[src/rtl/mpc_pkg.sv]
`timescale 1ns/1ps
package mpc_pkg;
  typedef enum logic [2:0] {
    ST_IDLE,
    ST_WR_ISSUE,
    ST_WR_ACC,
    ST_RD_ISSUE,
    ST_RD_ACC,
    ST_RD_RSP,
    ST_DONE
  } mpc_state_e;

  localparam int unsigned LANE_W = 16;

  function automatic logic [LANE_W-1:0] group_seed(input logic [1:0] grp);
    logic [LANE_W-1:0] s;
    case (grp)
      2'd0:    s = 16'h0000;
      2'd1:    s = 16'hAAAA;
      2'd2:    s = 16'hA5A5;
      default: s = 16'hAA55;
    endcase
    return s;
  endfunction
endpackage

[src/rtl/mpc_seq.sv]
`timescale 1ns/1ps
module mpc_seq #(
  parameter int NUM_WORDS = 64,
  parameter int READS     = 10,
  parameter int ADDR_W    = 32,
  parameter int DATA_W    = 32,
  parameter int IDX_W     = 6,
  parameter int RD_W      = 4
) (
  input  logic              clk,
  input  logic              rst_n,
  input  logic              start_i,
  input  logic [ADDR_W-1:0] base_i,
  output logic              issue_o,
  output logic              iss_we_o,
  output logic [ADDR_W-1:0] iss_addr_o,
  output logic [DATA_W-1:0] iss_data_o,
  input  logic              accept_i,
  input  logic              rsp_valid_i,
  input  logic [DATA_W-1:0] rsp_data_i,
  output logic [5:0]        pat_sel_o,
  input  logic [DATA_W-1:0] pat_word_i,
  output logic              done_o,
  output logic              pass_o,
  output logic [IDX_W-1:0]  fail_idx_o,
  output logic [RD_W-1:0]   fail_rd_o
);
  import mpc_pkg::*;

  localparam logic [IDX_W-1:0] LAST_IDX = IDX_W'(NUM_WORDS - 1);
  localparam logic [RD_W-1:0]  LAST_RD  = RD_W'(READS - 1);

  mpc_state_e        state_q;
  logic [IDX_W-1:0]  idx_q;
  logic [RD_W-1:0]   rcnt_q;
  logic [ADDR_W-1:0] base_q;
  logic              pass_q;
  logic [IDX_W-1:0]  fidx_q;
  logic [RD_W-1:0]   frd_q;
  logic              idle_like;
  logic              mismatch;
  logic              rd_seen_q;

  assign idle_like = (state_q == ST_IDLE) || (state_q == ST_DONE);
  assign mismatch  = (rsp_data_i != pat_word_i);

  always_ff @(posedge clk) begin
    if (!rst_n) begin
      state_q <= ST_IDLE;
      idx_q   <= '0;
      rcnt_q  <= '0;
      base_q  <= '0;
      pass_q  <= 1'b0;
      fidx_q  <= '0;
      frd_q   <= '0;
    end else begin
      case (state_q)
        ST_IDLE, ST_DONE: begin
          if (start_i) begin
            state_q <= ST_WR_ISSUE;
            idx_q   <= '0;
            rcnt_q  <= '0;
            base_q  <= base_i;
            pass_q  <= 1'b0;
            fidx_q  <= '0;
            frd_q   <= '0;
          end
        end
        ST_WR_ISSUE: state_q <= ST_WR_ACC;
        ST_WR_ACC: begin
          if (accept_i) begin
            if (idx_q == LAST_IDX) begin
              idx_q   <= '0;
              rcnt_q  <= '0;
              state_q <= ST_RD_ISSUE;
            end else begin
              idx_q   <= idx_q + 1'b1;
              state_q <= ST_WR_ISSUE;
            end
          end
        end
        ST_RD_ISSUE: state_q <= ST_RD_ACC;
        ST_RD_ACC: begin
          if (accept_i) state_q <= ST_RD_RSP;
        end
        ST_RD_RSP: begin
          if (rsp_valid_i) begin
            if (mismatch) begin
              state_q <= ST_DONE;
              pass_q  <= 1'b0;
              fidx_q  <= idx_q;
              frd_q   <= rcnt_q;
            end else if (rcnt_q == LAST_RD) begin
              if (idx_q == LAST_IDX) begin
                state_q <= ST_DONE;
                pass_q  <= 1'b1;
              end else begin
                idx_q   <= idx_q + 1'b1;
                rcnt_q  <= '0;
                state_q <= ST_RD_ISSUE;
              end
            end else begin
              rcnt_q  <= rcnt_q + 1'b1;
              state_q <= ST_RD_ISSUE;
            end
          end
        end
        default: state_q <= ST_IDLE;
      endcase
    end
  end

  assign issue_o    = (state_q == ST_WR_ISSUE) || (state_q == ST_RD_ISSUE);
  assign iss_we_o   = (state_q == ST_WR_ISSUE);
  assign iss_addr_o = base_q + ADDR_W'(idx_q);
  assign iss_data_o = pat_word_i;
  assign pat_sel_o  = idx_q[5:0];
  assign done_o     = (state_q == ST_DONE);
  assign pass_o     = pass_q;
  assign fail_idx_o = fidx_q;
  assign fail_rd_o  = frd_q;

  // Tracks whether a read was issued since the last start.
  always_ff @(posedge clk) begin
    if (!rst_n)                        rd_seen_q <= 1'b0;
    else if (idle_like && start_i)     rd_seen_q <= 1'b0;
    else if (issue_o && !iss_we_o)     rd_seen_q <= 1'b1;
  end

  a_r3_writes_before_reads: assert property (@(posedge clk) disable iff (!rst_n)
    (issue_o && iss_we_o) |-> !rd_seen_q);
  a_r2_busy_start_ignored: assert property (@(posedge clk) disable iff (!rst_n)
    (!idle_like && start_i) |=> $stable(base_q));
  a_r9_pass_needs_done: assert property (@(posedge clk) disable iff (!rst_n)
    pass_o |-> done_o);
  a_r10_done_sticky: assert property (@(posedge clk) disable iff (!rst_n)
    (done_o && !start_i) |=> (done_o && $stable(pass_o) && $stable(fail_idx_o) && $stable(fail_rd_o)));
endmodule

[config.mk]
export PLATFORM = sky130hd
export DESIGN_NAME = mpc_seq
export DESIGN_NICKNAME = d
export VERILOG_FILES = /design/src/rtl/mpc_pkg.sv /design/src/rtl/mpc_seq.sv
export SDC_FILE = /design/constraint.sdc
export NUM_CORES = 1
export LEC_CHECK = 0
export BUFFER_PORTS_ARGS = -buffer_cell sky130_fd_sc_hd__buf_2
export CORE_AREA = 10 10 98 100
export DETAILED_ROUTE_END_ITERATION = 8
export DIE_AREA = 0 0 108 110
export GPL_ROUTABILITY_DRIVEN = 0
export PLACE_DENSITY = 0.89
export SYNTH_ARGS = -nofsm -noshare
export SYNTH_HDL_FRONTEND = slang
export SYNTH_SLANG_ARGS = --single-unit
[constraint.sdc]
create_clock -name clk -period 4 [get_ports clk]
set_input_delay 0.6 -clock clk [delete_from_list [all_inputs] [get_ports clk]]
set_output_delay 0.6 -clock clk [all_outputs]
set_load 0.01 [all_outputs]
==> results.md, run 1 <==
Layout:
- The area taken by flip-flops and latches is around 1100 µm².
- The count of antenna diodes in the layout is 0.
- The most frequent standard cell in the layout excluding fill and tap cells is sky130_fd_sc_hd__buf_2.
- The layout filler cell count is 679.
- The area growth from synthesis to layout is 24.1%.
- In the final layout, the multi-input gates occupy between 2000 and 2500 µm².
- At the end of the flow, the number of nets in the layout was around 730.
- After the flow finishes, the layout carries non-filler instances totaling roughly 730.
- In the layout the commonest cells are sky130_fd_sc_hd__buf_2 (184), sky130_fd_sc_hd__nand2_1 (92), sky130_fd_sc_hd__dfxtp_1 (56).
- The share of final-layout standard cells stronger than drive strength 1 is 0.343.
- After routing the design area is approximately 4600 µm².

Synthesis:
- The number of storage elements in the synthesis netlist is between 50 and 60.
- Among all flip-flop cells after synthesis, the most frequent one is sky130_fd_sc_hd__dfxtp_1.
- Synthesis handed over a netlist of 479 instances.
- Synthesis produced a netlist with a net count of 590.
- The synthesized area per cell is between 7 and 8 µm².
- For this run, the number of Yosys warnings is 0.
- The mapped netlist covers 3740 µm².
- After synthesis, the share of flip-flops with an asynchronous set or reset is 0.
- The fraction of the yosys area taken by sequential cells is 0.300.
- Yosys mapped a number of flops with a built-in enable equal to 0.
- Synthesis instantiated ~50 different standard cells from the library.

Min path:
- The class of the most critical hold timing path is flop to flop.
- The startpoint identified for the worst hold timing path is base_q[26].
- The worst hold path passes through 2 cells.
- The path with the worst hold slack has its endpoint at base_q[26].

STA:
- The minimum period implied by the final worst setup slack is roughly 3.6 ns.
- The share of the clock period used by the worst path is 0.908.
- The hold violation count in the final report is 0.
- For the pin with the worst max-slew slack, the measured transition is between 1 and 1.5 ns.
- Setup violations remaining at the end of the flow were counted as 0.
- The fmax is 0.275 GHz.
- Setup repair after global routing left no endpoint under its margin.
- Between clock sinks in the finished design, the worst skew comes to 0.0106 ns.
- The final setup TNS is 0 ns.
- The remaining max-slew budget at the tightest pin is 0.285.
- The final-report max-slew violation count is 0.

Clock tree:
- No sink is reached through more buffers than the 2 on the longest clock path.
- Clock-pin slew was measured on the worst setup and hold paths at approximately 0.09 ns.
- The number of sinks handled by clock tree synthesis is 56.
- For the worst-skew pair, the clock arrives at the later sink with an insertion delay of about 0.30 ns.
- The clock root buffer is sky130_fd_sc_hd__clkbuf_8.
- The H-tree generated during clock tree synthesis spans 2 levels.
- The number of hold-repair buffers added at the cts stage is 0.
- Post-CTS timing repair inserted 0 buffers for setup.
- The total clock buffers created by CTS is 5.
- The CTS tree is built.

Power:
- Power comes to approximately 1.4 mW.
- The internal portion of the total power is between 0.9 and 1 mW.
- IR analysis of the VDD net gives a maximum drop of roughly 170 µV.
- Of the total power, the clock network draws 0.292.
- The power share of the combinational group is 0.251.
- The reported leakage power is ~2.2 nW.
- The total power per unit cell area is about 300 nW/µm².
- The sequential power share is 0.457.
- The switching part of the total is 0.304.
- The net switching power is 0.418 mW.

GRT:
- The number of global-route vias before repair came to a little over 4,000.
- The first-pass GRT wire length is 19.4 mm.
- Entering global routing, the biggest net connects 35 pins.
- The remaining global-route overflow is 0.
- In the global route stage, overall resource usage came out at 0.194.
- The initial antenna violation count came to 0.

Placement:
- The sum of net half-perimeters after detailed placement is approximately 10 mm.
- The placed instance area is approximately 4500 µm².
- The count of input and output buffers is 184.
- Including well taps, the total number of placed cells is approximately 700.

Floorplanning:
- The number of placed I/O pins is roughly 190.
- The placeable core area is 7650 µm².
- The die boundary height is 110 µm.
- Measured along the x axis, the die boundary spans between 100 and 150 µm.
- For this configuration, the core starts out at a cell density of 0.489.
- The die covers approximately 12,000 µm².
- The row count is 32.

Detailed routing:
- In the routed design, unresolved DRC markers number 0.
- The number of vias per cell after detailed routing is 5.40.
- The final route contains ~3,900 vias.
- The length of the first detailed-routing pass in iterations is 6.
- The total length of routed wires is between 10 and 15 mm.
- The detail-routed net length per standard cell is between 15 and 20 µm.
- After the first detailed-routing iteration, the DRC count stood at roughly 260.
- The remaining antenna violation count after routing is 0.

Setup path:
- Setup slack on the worst reg-to-reg path comes out at roughly 1.4 ns.
- In this run the critical register-to-register path is launched from state_q[2].
- STA classifies the critical path endpoint as a primary output.
- The top fanout value on the critical path is 13.
- The critical path data arrival time is ~3 ns.
- By startpoint and endpoint, the worst setup path is classified as flop to primary output.
- The depth of the worst register-to-register path is 6.
- The required arrival time at the worst endpoint is 3.40 ns.
- The endpoint of the worst register-to-register path is rcnt_q[3].
- STA classifies the critical path startpoint as a flop.

Outcome:
- The flow ran to the end, and the final reports show no timing, DRC or antenna violations.

Flow run:
- Across the run, the number of max-cap violations was 0.
what timing repair did:
action | CTS | global route
endpoints found under the hold margin | 0 | 0
endpoints found under the setup margin | 0 | 1
resized for setup | 0 | 1
how the worst max path moves through the flow:
stage / startpoint / end / cells past startpoint
2_1_floorplan: pat_sel_o[0] / iss_addr_o[10] / 10
3_3_place_gp: pat_sel_o[0] / iss_addr_o[26] / 11
3_5_place_dp: pat_sel_o[0] / iss_addr_o[26] / 11
4_1_cts: pat_sel_o[0] / iss_addr_o[26] / 11
5_1_grt: pat_sel_o[0] / iss_addr_o[26] / 11
6_report: pat_sel_o[0] / iss_addr_o[26] / 11
cells in the mapped netlist, types with 2 or more instances:
| cell | n | area, µm² |
|---|---|---|
| sky130_fd_sc_hd__a211oi_1 | 4 | 30.0 |
| sky130_fd_sc_hd__nand2b_1 | 5 | 31.3 |
| sky130_fd_sc_hd__nand4_1 | 12 | 75.1 |
| sky130_fd_sc_hd__a211o_1 | 2 | 17.5 |
| sky130_fd_sc_hd__nand3_1 | 13 | 65.1 |
| sky130_fd_sc_hd__a21oi_1 | 49 | 245 |
| sky130_fd_sc_hd__buf_2 | 3 | 15.0 |
| sky130_fd_sc_hd__o211ai_1 | 2 | 15.0 |
| sky130_fd_sc_hd__nor2b_1 | 3 | 18.8 |
| sky130_fd_sc_hd__or3_1 | 3 | 18.8 |
| sky130_fd_sc_hd__nor3_1 | 5 | 25.0 |
| sky130_fd_sc_hd__a21boi_0 | 2 | 15.0 |
| sky130_fd_sc_hd__xnor2_1 | 17 | 149 |
| sky130_fd_sc_hd__o32ai_1 | 2 | 17.5 |
| sky130_fd_sc_hd__nor2_1 | 16 | 60.1 |
| sky130_fd_sc_hd__o21ai_1 | 2 | 10.0 |
| sky130_fd_sc_hd__xor2_1 | 44 | 385 |
| sky130_fd_sc_hd__nor4_4 | 2 | 42.5 |
| sky130_fd_sc_hd__nor3b_1 | 2 | 15.0 |
| sky130_fd_sc_hd__o21ai_0 | 9 | 45.0 |
| sky130_fd_sc_hd__a22oi_1 | 3 | 22.5 |
| sky130_fd_sc_hd__a22o_1 | 10 | 87.6 |
| sky130_fd_sc_hd__mux2i_1 | 4 | 40.0 |
| sky130_fd_sc_hd__clkbuf_1 | 17 | 63.8 |
| sky130_fd_sc_hd__and2_2 | 2 | 15.0 |
| sky130_fd_sc_hd__and3_1 | 6 | 37.5 |
| sky130_fd_sc_hd__a21o_1 | 2 | 15.0 |
| sky130_fd_sc_hd__nor4_1 | 7 | 43.8 |
| sky130_fd_sc_hd__nor4_2 | 4 | 50.1 |
| sky130_fd_sc_hd__dfxtp_1 | 56 | 1120 |
| sky130_fd_sc_hd__or4_1 | 2 | 15.0 |
| sky130_fd_sc_hd__ha_1 | 9 | 113 |
| sky130_fd_sc_hd__o22ai_1 | 5 | 31.3 |
| sky130_fd_sc_hd__inv_1 | 14 | 52.6 |
| sky130_fd_sc_hd__or2_2 | 3 | 18.8 |
| sky130_fd_sc_hd__nand2_1 | 92 | 345 |
| sky130_fd_sc_hd__buf_4 | 32 | 240 |
state kept, by name, indices dropped and copies added, names as in the netlist:
register,count
fail_idx_o,6
base_q,32
rcnt_q,4
state_q,3
pat_sel_o,6
fail_rd_o,4
pass_o,1
power groups by stage:
stage               registers (mW)  logic [mW]  clock network, mW
floorplan                    0.627       0.227                  0
global placement             0.637       0.334                  0
detailed placement           0.640       0.347                  0
CTS                          0.627       0.348              0.411
global route                 0.633       0.385              0.432
finish                       0.628       0.345              0.401
cell families (layout without fill, tap and decap cells):
family,Yosys count,in the layout,synth area share
compound gates,96,96,0.156
xor+xnor,61,61,0.143
fa+ha+maj,10,10,0.0355
buf+inv,66,211,0.0994
flops,56,56,0.300
mux,5,5,0.0137
simple gates,185,185,0.252
critical path, stage by stage (launching register included):
cell	delay (ns)
sky130_fd_sc_hd__dfxtp_1	0.47
sky130_fd_sc_hd__ha_1	0.21
sky130_fd_sc_hd__inv_1	0.05
sky130_fd_sc_hd__fa_1	0.41
sky130_fd_sc_hd__nor2b_1	0.13
sky130_fd_sc_hd__o21ai_0	0.11
sky130_fd_sc_hd__a21boi_0	0.27
sky130_fd_sc_hd__o21ai_0	0.12
sky130_fd_sc_hd__buf_4	0.19
sky130_fd_sc_hd__a2111oi_1	0.45
sky130_fd_sc_hd__xnor2_1	0.16
sky130_fd_sc_hd__buf_2	0.15
layer usage:
metal	vias to the layer above	track usage	share of wire
met2	210	0.360	0.53
met5	-	0	0
met1	1792	0.210	0.36
met4	0	0.0668	0.020
li1	1902	-	-
met3	16	0.0488	0.091
layout make-up:
class | count | area share
tap | 102 | 0.0275
clock buffer | 7 | 0.0208
inverter | 14 | 0.0113
clock inverter | 1 | 0.00647
timing repair buffer | 189 | 0.207
multi-input combinational | 357 | 0.486
sequential | 56 | 0.242
per-stage QoR:
step	hold WS, ns	setup slack, ns	util
detailed placement	0.449	0.656	0.590
finish	0.462	0.366	0.607
global route	0.486	0.0548	0.607
floorplan	0.436	1.01	-
global placement	0.446	0.778	0.590
CTS	0.463	0.314	0.606
Note: power is estimated with default switching activity, not from simulation.
==> run 2: changes to the inputs <==
==> constraint.sdc (replaced) <==
create_clock -name clk -period 4 [get_ports clk]
set_input_delay 0.2 -clock clk [delete_from_list [all_inputs] [get_ports clk]]
set_output_delay 0.2 -clock clk [all_outputs]
set_load 0.01 [all_outputs]
==> run 2 against run 1 <==
- first-iteration DRC count down 29%
- critical path depth unchanged
- combinational power hardly changed
- sequential cell count did not move
- final cell count down 0.14%
- highest routed layer unchanged
- via count decreased by 0.77%
- critical endpoint unchanged
- wire length shrank 1.6%
==> results.md, run 2 (synthesis gave the netlist of run 1 again) <==
GRT:
- The remaining global-route overflow came to 0 (unchanged).
- The pin count of the biggest net entering global routing is 33 (was 35).
- The global routing usage summed across all routing layers came to 0.183 (was 0.194).
- The initial antenna violation count is 0 (unchanged).
- The number of global-route vias before repair came to 3,894 (was 4,077).
- The first-pass GRT wire length is 18.1 mm (was 19.4 mm).

Detailed routing:
- The length of the first detailed-routing pass in iterations is 5 (was 6).
- The total length of routed wires was 11.8 mm (was 12.0 mm).
- The number of vias per cell after detailed routing is 5.37 (was 5.40).
- The detail-routed net length per standard cell is 16.3 µm (was 16.5 µm).
- The remaining antenna violation count after routing is 0 (unchanged).
- The number of vias in the routed layout is 3,890 (was 3,920).
- The final routed DRC violation total came to 0 (unchanged).
- The initial detailed-routing violation count is 183 (was 257).

Floorplanning:
- The starting density of the core is 0.489 (unchanged).
- The number of placed I/O pins is 185 (unchanged).
- The row count is 32 (unchanged).
- The area of the die came to 11,900 µm² (unchanged).
- The x dimension of the die was 108 µm (unchanged).
- The placeable core area came to 7650 µm² (unchanged).
- The die boundary height came to 110 µm (unchanged).

Power:
- The peak ir drop on the vdd network is 189 µV (was 167 µV).
- The switching part of the total is 0.305 (was 0.304).
- The reported leakage power is 2.17 nW (was 2.18 nW).
- The cell-internal power was 0.956 mW (about the same).
- The power share of the combinational group is 0.249 (was 0.251).
- The portion of total power attributed to the clock network is 0.294 (was 0.292).
- The net switching power is 0.419 mW (was 0.418 mW).
- The sequential power share is 0.457 (about the same).
- The total power per unit cell area was 297 nW/µm² (was 296 nW/µm²).

Setup path:
- The kind of start point of the critical path is a flop (unchanged).
- The type of the setup path with the least slack is flop to primary output (unchanged).
- The required arrival time at the worst endpoint was 3.80 ns (was 3.40 ns).
- The critical path data arrival time is 3.03 ns (about the same).
- The source of the critical timing path is pat_sel_o[0] (unchanged).
- The sort of element at the end of the critical path is a primary output (unchanged).
- The top fanout value on the critical path is 13 (unchanged).
- The source of the worst register-to-register timing path is state_q[2] (unchanged).

Layout:
- The layout overhead on the synthesized area is 23.8% (was 24.1%).
- The post-layout net count came to 733 (was 734).
- The share of the core filled with cells in the final layout came to 0.605 (was 0.607).
- The share of final-layout standard cells stronger than drive strength 1 is 0.342 (was 0.343).
- The most frequent standard cell in the layout excluding fill and tap cells is sky130_fd_sc_hd__buf_2 (unchanged).
- The flip-flop count of the largest register, all copies and words added is 32 (unchanged).
- The count of antenna diodes in the layout is 0 (unchanged).
- Most used cells in the layout excluding fill and tap cells: sky130_fd_sc_hd__buf_2 (184), sky130_fd_sc_hd__nand2_1 (92), sky130_fd_sc_hd__dfxtp_1 (56) (unchanged).
- The register bank with the most flops is base_q (unchanged).
- The layout filler cell count is 695 (was 679).

Outcome:
- Outcome: completed (unchanged).

STA:
- The final worst hold slack is 0.128 ns (was 0.462 ns).
- The share of the clock period used by the worst path is 0.807 (was 0.908).
- The final setup TNS came to 0 ns (unchanged).
- The remaining max-slew budget at the tightest pin is 0.214 (was 0.285).
- The slew at the pin closest to its max-slew limit was 1.18 ns (was 1.07 ns).
- The post-layout worst setup margin was 0.770 ns (was 0.366 ns).
- The minimum period implied by the final worst setup slack is 3.23 ns (was 3.63 ns).
- RSZ-0062 raised after global routing: false (unchanged).
- The hold violation count in the final report is 0 (unchanged).
- The final-report max-slew violation count is 0 (unchanged).
- The fmax was 0.310 GHz (was 0.275 GHz).
- The worst clock skew came to 0.00574 ns (was 0.0106 ns).
- The setup-violating endpoint count in the final report is 0 (unchanged).

Clock tree:
- The clock root buffer is sky130_fd_sc_hd__clkbuf_8 (unchanged).
- The number of H-tree branching levels is 2 (unchanged).
- The clock slew seen by the registers of the worst setup and hold paths was 0.10 ns (was 0.09 ns).
- The buffer levels on the longest clock path came to 2 (unchanged).
- The CTS tree is built (unchanged).
- The clock insertion delay at the later pin of the skew report is 0.30 ns (about the same).
- The number of hold-repair buffers added at the cts stage was 0 (unchanged).
- The post-CTS setup repair buffer count came to 0 (unchanged).
- The number of sinks handled by clock tree synthesis was 56 (unchanged).
- The post-cts resize count came to 0 (unchanged).
- The total clock buffers created by CTS is 5 (unchanged).

Placement:
- The sum of net half-perimeters after detailed placement came to 9.79 mm (was 9.96 mm).
- The pre-CTS worst setup slack is 1.10 ns (was 0.656 ns).
- The count of input and output buffers is 184 (unchanged).

Flow run:
- The number of max-cap violations came to 0 (unchanged).

Min path:
- The hold path startpoint is base_i[13] (was base_q[26]).
- The class of the most critical hold timing path is input port to flop (was flop to flop).
-- run 2: changes by cell type in the layout (fill, tap and decap cells not counted) --
| cell | change |
|---|---|
| sky130_fd_sc_hd__a2111oi_0 | +1 |
| sky130_fd_sc_hd__buf_4 | -1 |
| sky130_fd_sc_hd__a2111oi_1 | -1 |
-- run 2: routing by layer --
layer,vias to the layer above,track usage,share of wire
li1,1900,-,-
met1,1808,0.192,0.36
met2,161,0.340,0.53
met3,21,0.0540,0.089
met4,0,0.0630,0.020
met5,-,0,0
-- run 2: stage by stage --
| step | cell area, µm² | instances | total power [mW] |
|---|---|---|---|
| floorplan | 3740 | 479 | 0.853 |
| global placement | 4500 | 717 | 0.971 |
| detailed placement | 4500 | 717 | 0.985 |
| CTS | 4630 | 725 | 1.39 |
| global route | 4630 | 725 | 1.44 |
| finish | 4630 | 725 | 1.37 |
-- run 2: critical path: stages, from the launching register on --
cell	delay (ns)
sky130_fd_sc_hd__dfxtp_1	0.46
sky130_fd_sc_hd__ha_1	0.21
sky130_fd_sc_hd__inv_1	0.05
sky130_fd_sc_hd__fa_1	0.41
sky130_fd_sc_hd__nor2b_1	0.12
sky130_fd_sc_hd__o21ai_0	0.09
sky130_fd_sc_hd__a21boi_0	0.25
sky130_fd_sc_hd__o21ai_0	0.11
sky130_fd_sc_hd__buf_4	0.19
sky130_fd_sc_hd__a2111oi_0	0.50
sky130_fd_sc_hd__xnor2_1	0.17
sky130_fd_sc_hd__buf_2	0.15
-- run 2: area by class of cell --
class / count / area, µm² / area share
flip-flops and latches: 56 / 1120 / 0.242
well taps: 102 / 128 / 0.0276
inverters: 14 / 52.6 / 0.0114
repair buffers: 188 / 951 / 0.205
clock buffers: 7 / 96.3 / 0.0208
multi-input cells: 357 / 2250 / 0.486
clock inverters: 1 / 30.0 / 0.00649
-- run 2: power groups by stage --
| stage | logic [mW] | registers, mW | clock network (mW) |
|---|---|---|---|
| after floorplan | 0.227 | 0.627 | 0 |
| after global placement | 0.335 | 0.636 | 0 |
| after detailed placement | 0.345 | 0.640 | 0 |
| after CTS | 0.346 | 0.627 | 0.413 |
| after global routing | 0.378 | 0.633 | 0.432 |
| final | 0.343 | 0.628 | 0.404 |
-- run 2: path summary, 6_finish.rpt --
| path | endpoint | slack [ns] | depth (start not counted) |
|---|---|---|---|
| min | base_q[13] | 0.13 | 3 |
| min reg2reg | base_q[5] | 0.47 | 2 |
| max reg2reg | rcnt_q[3] | 1.43 | 6 |
| max | iss_addr_o[26] | 0.77 | 11 |
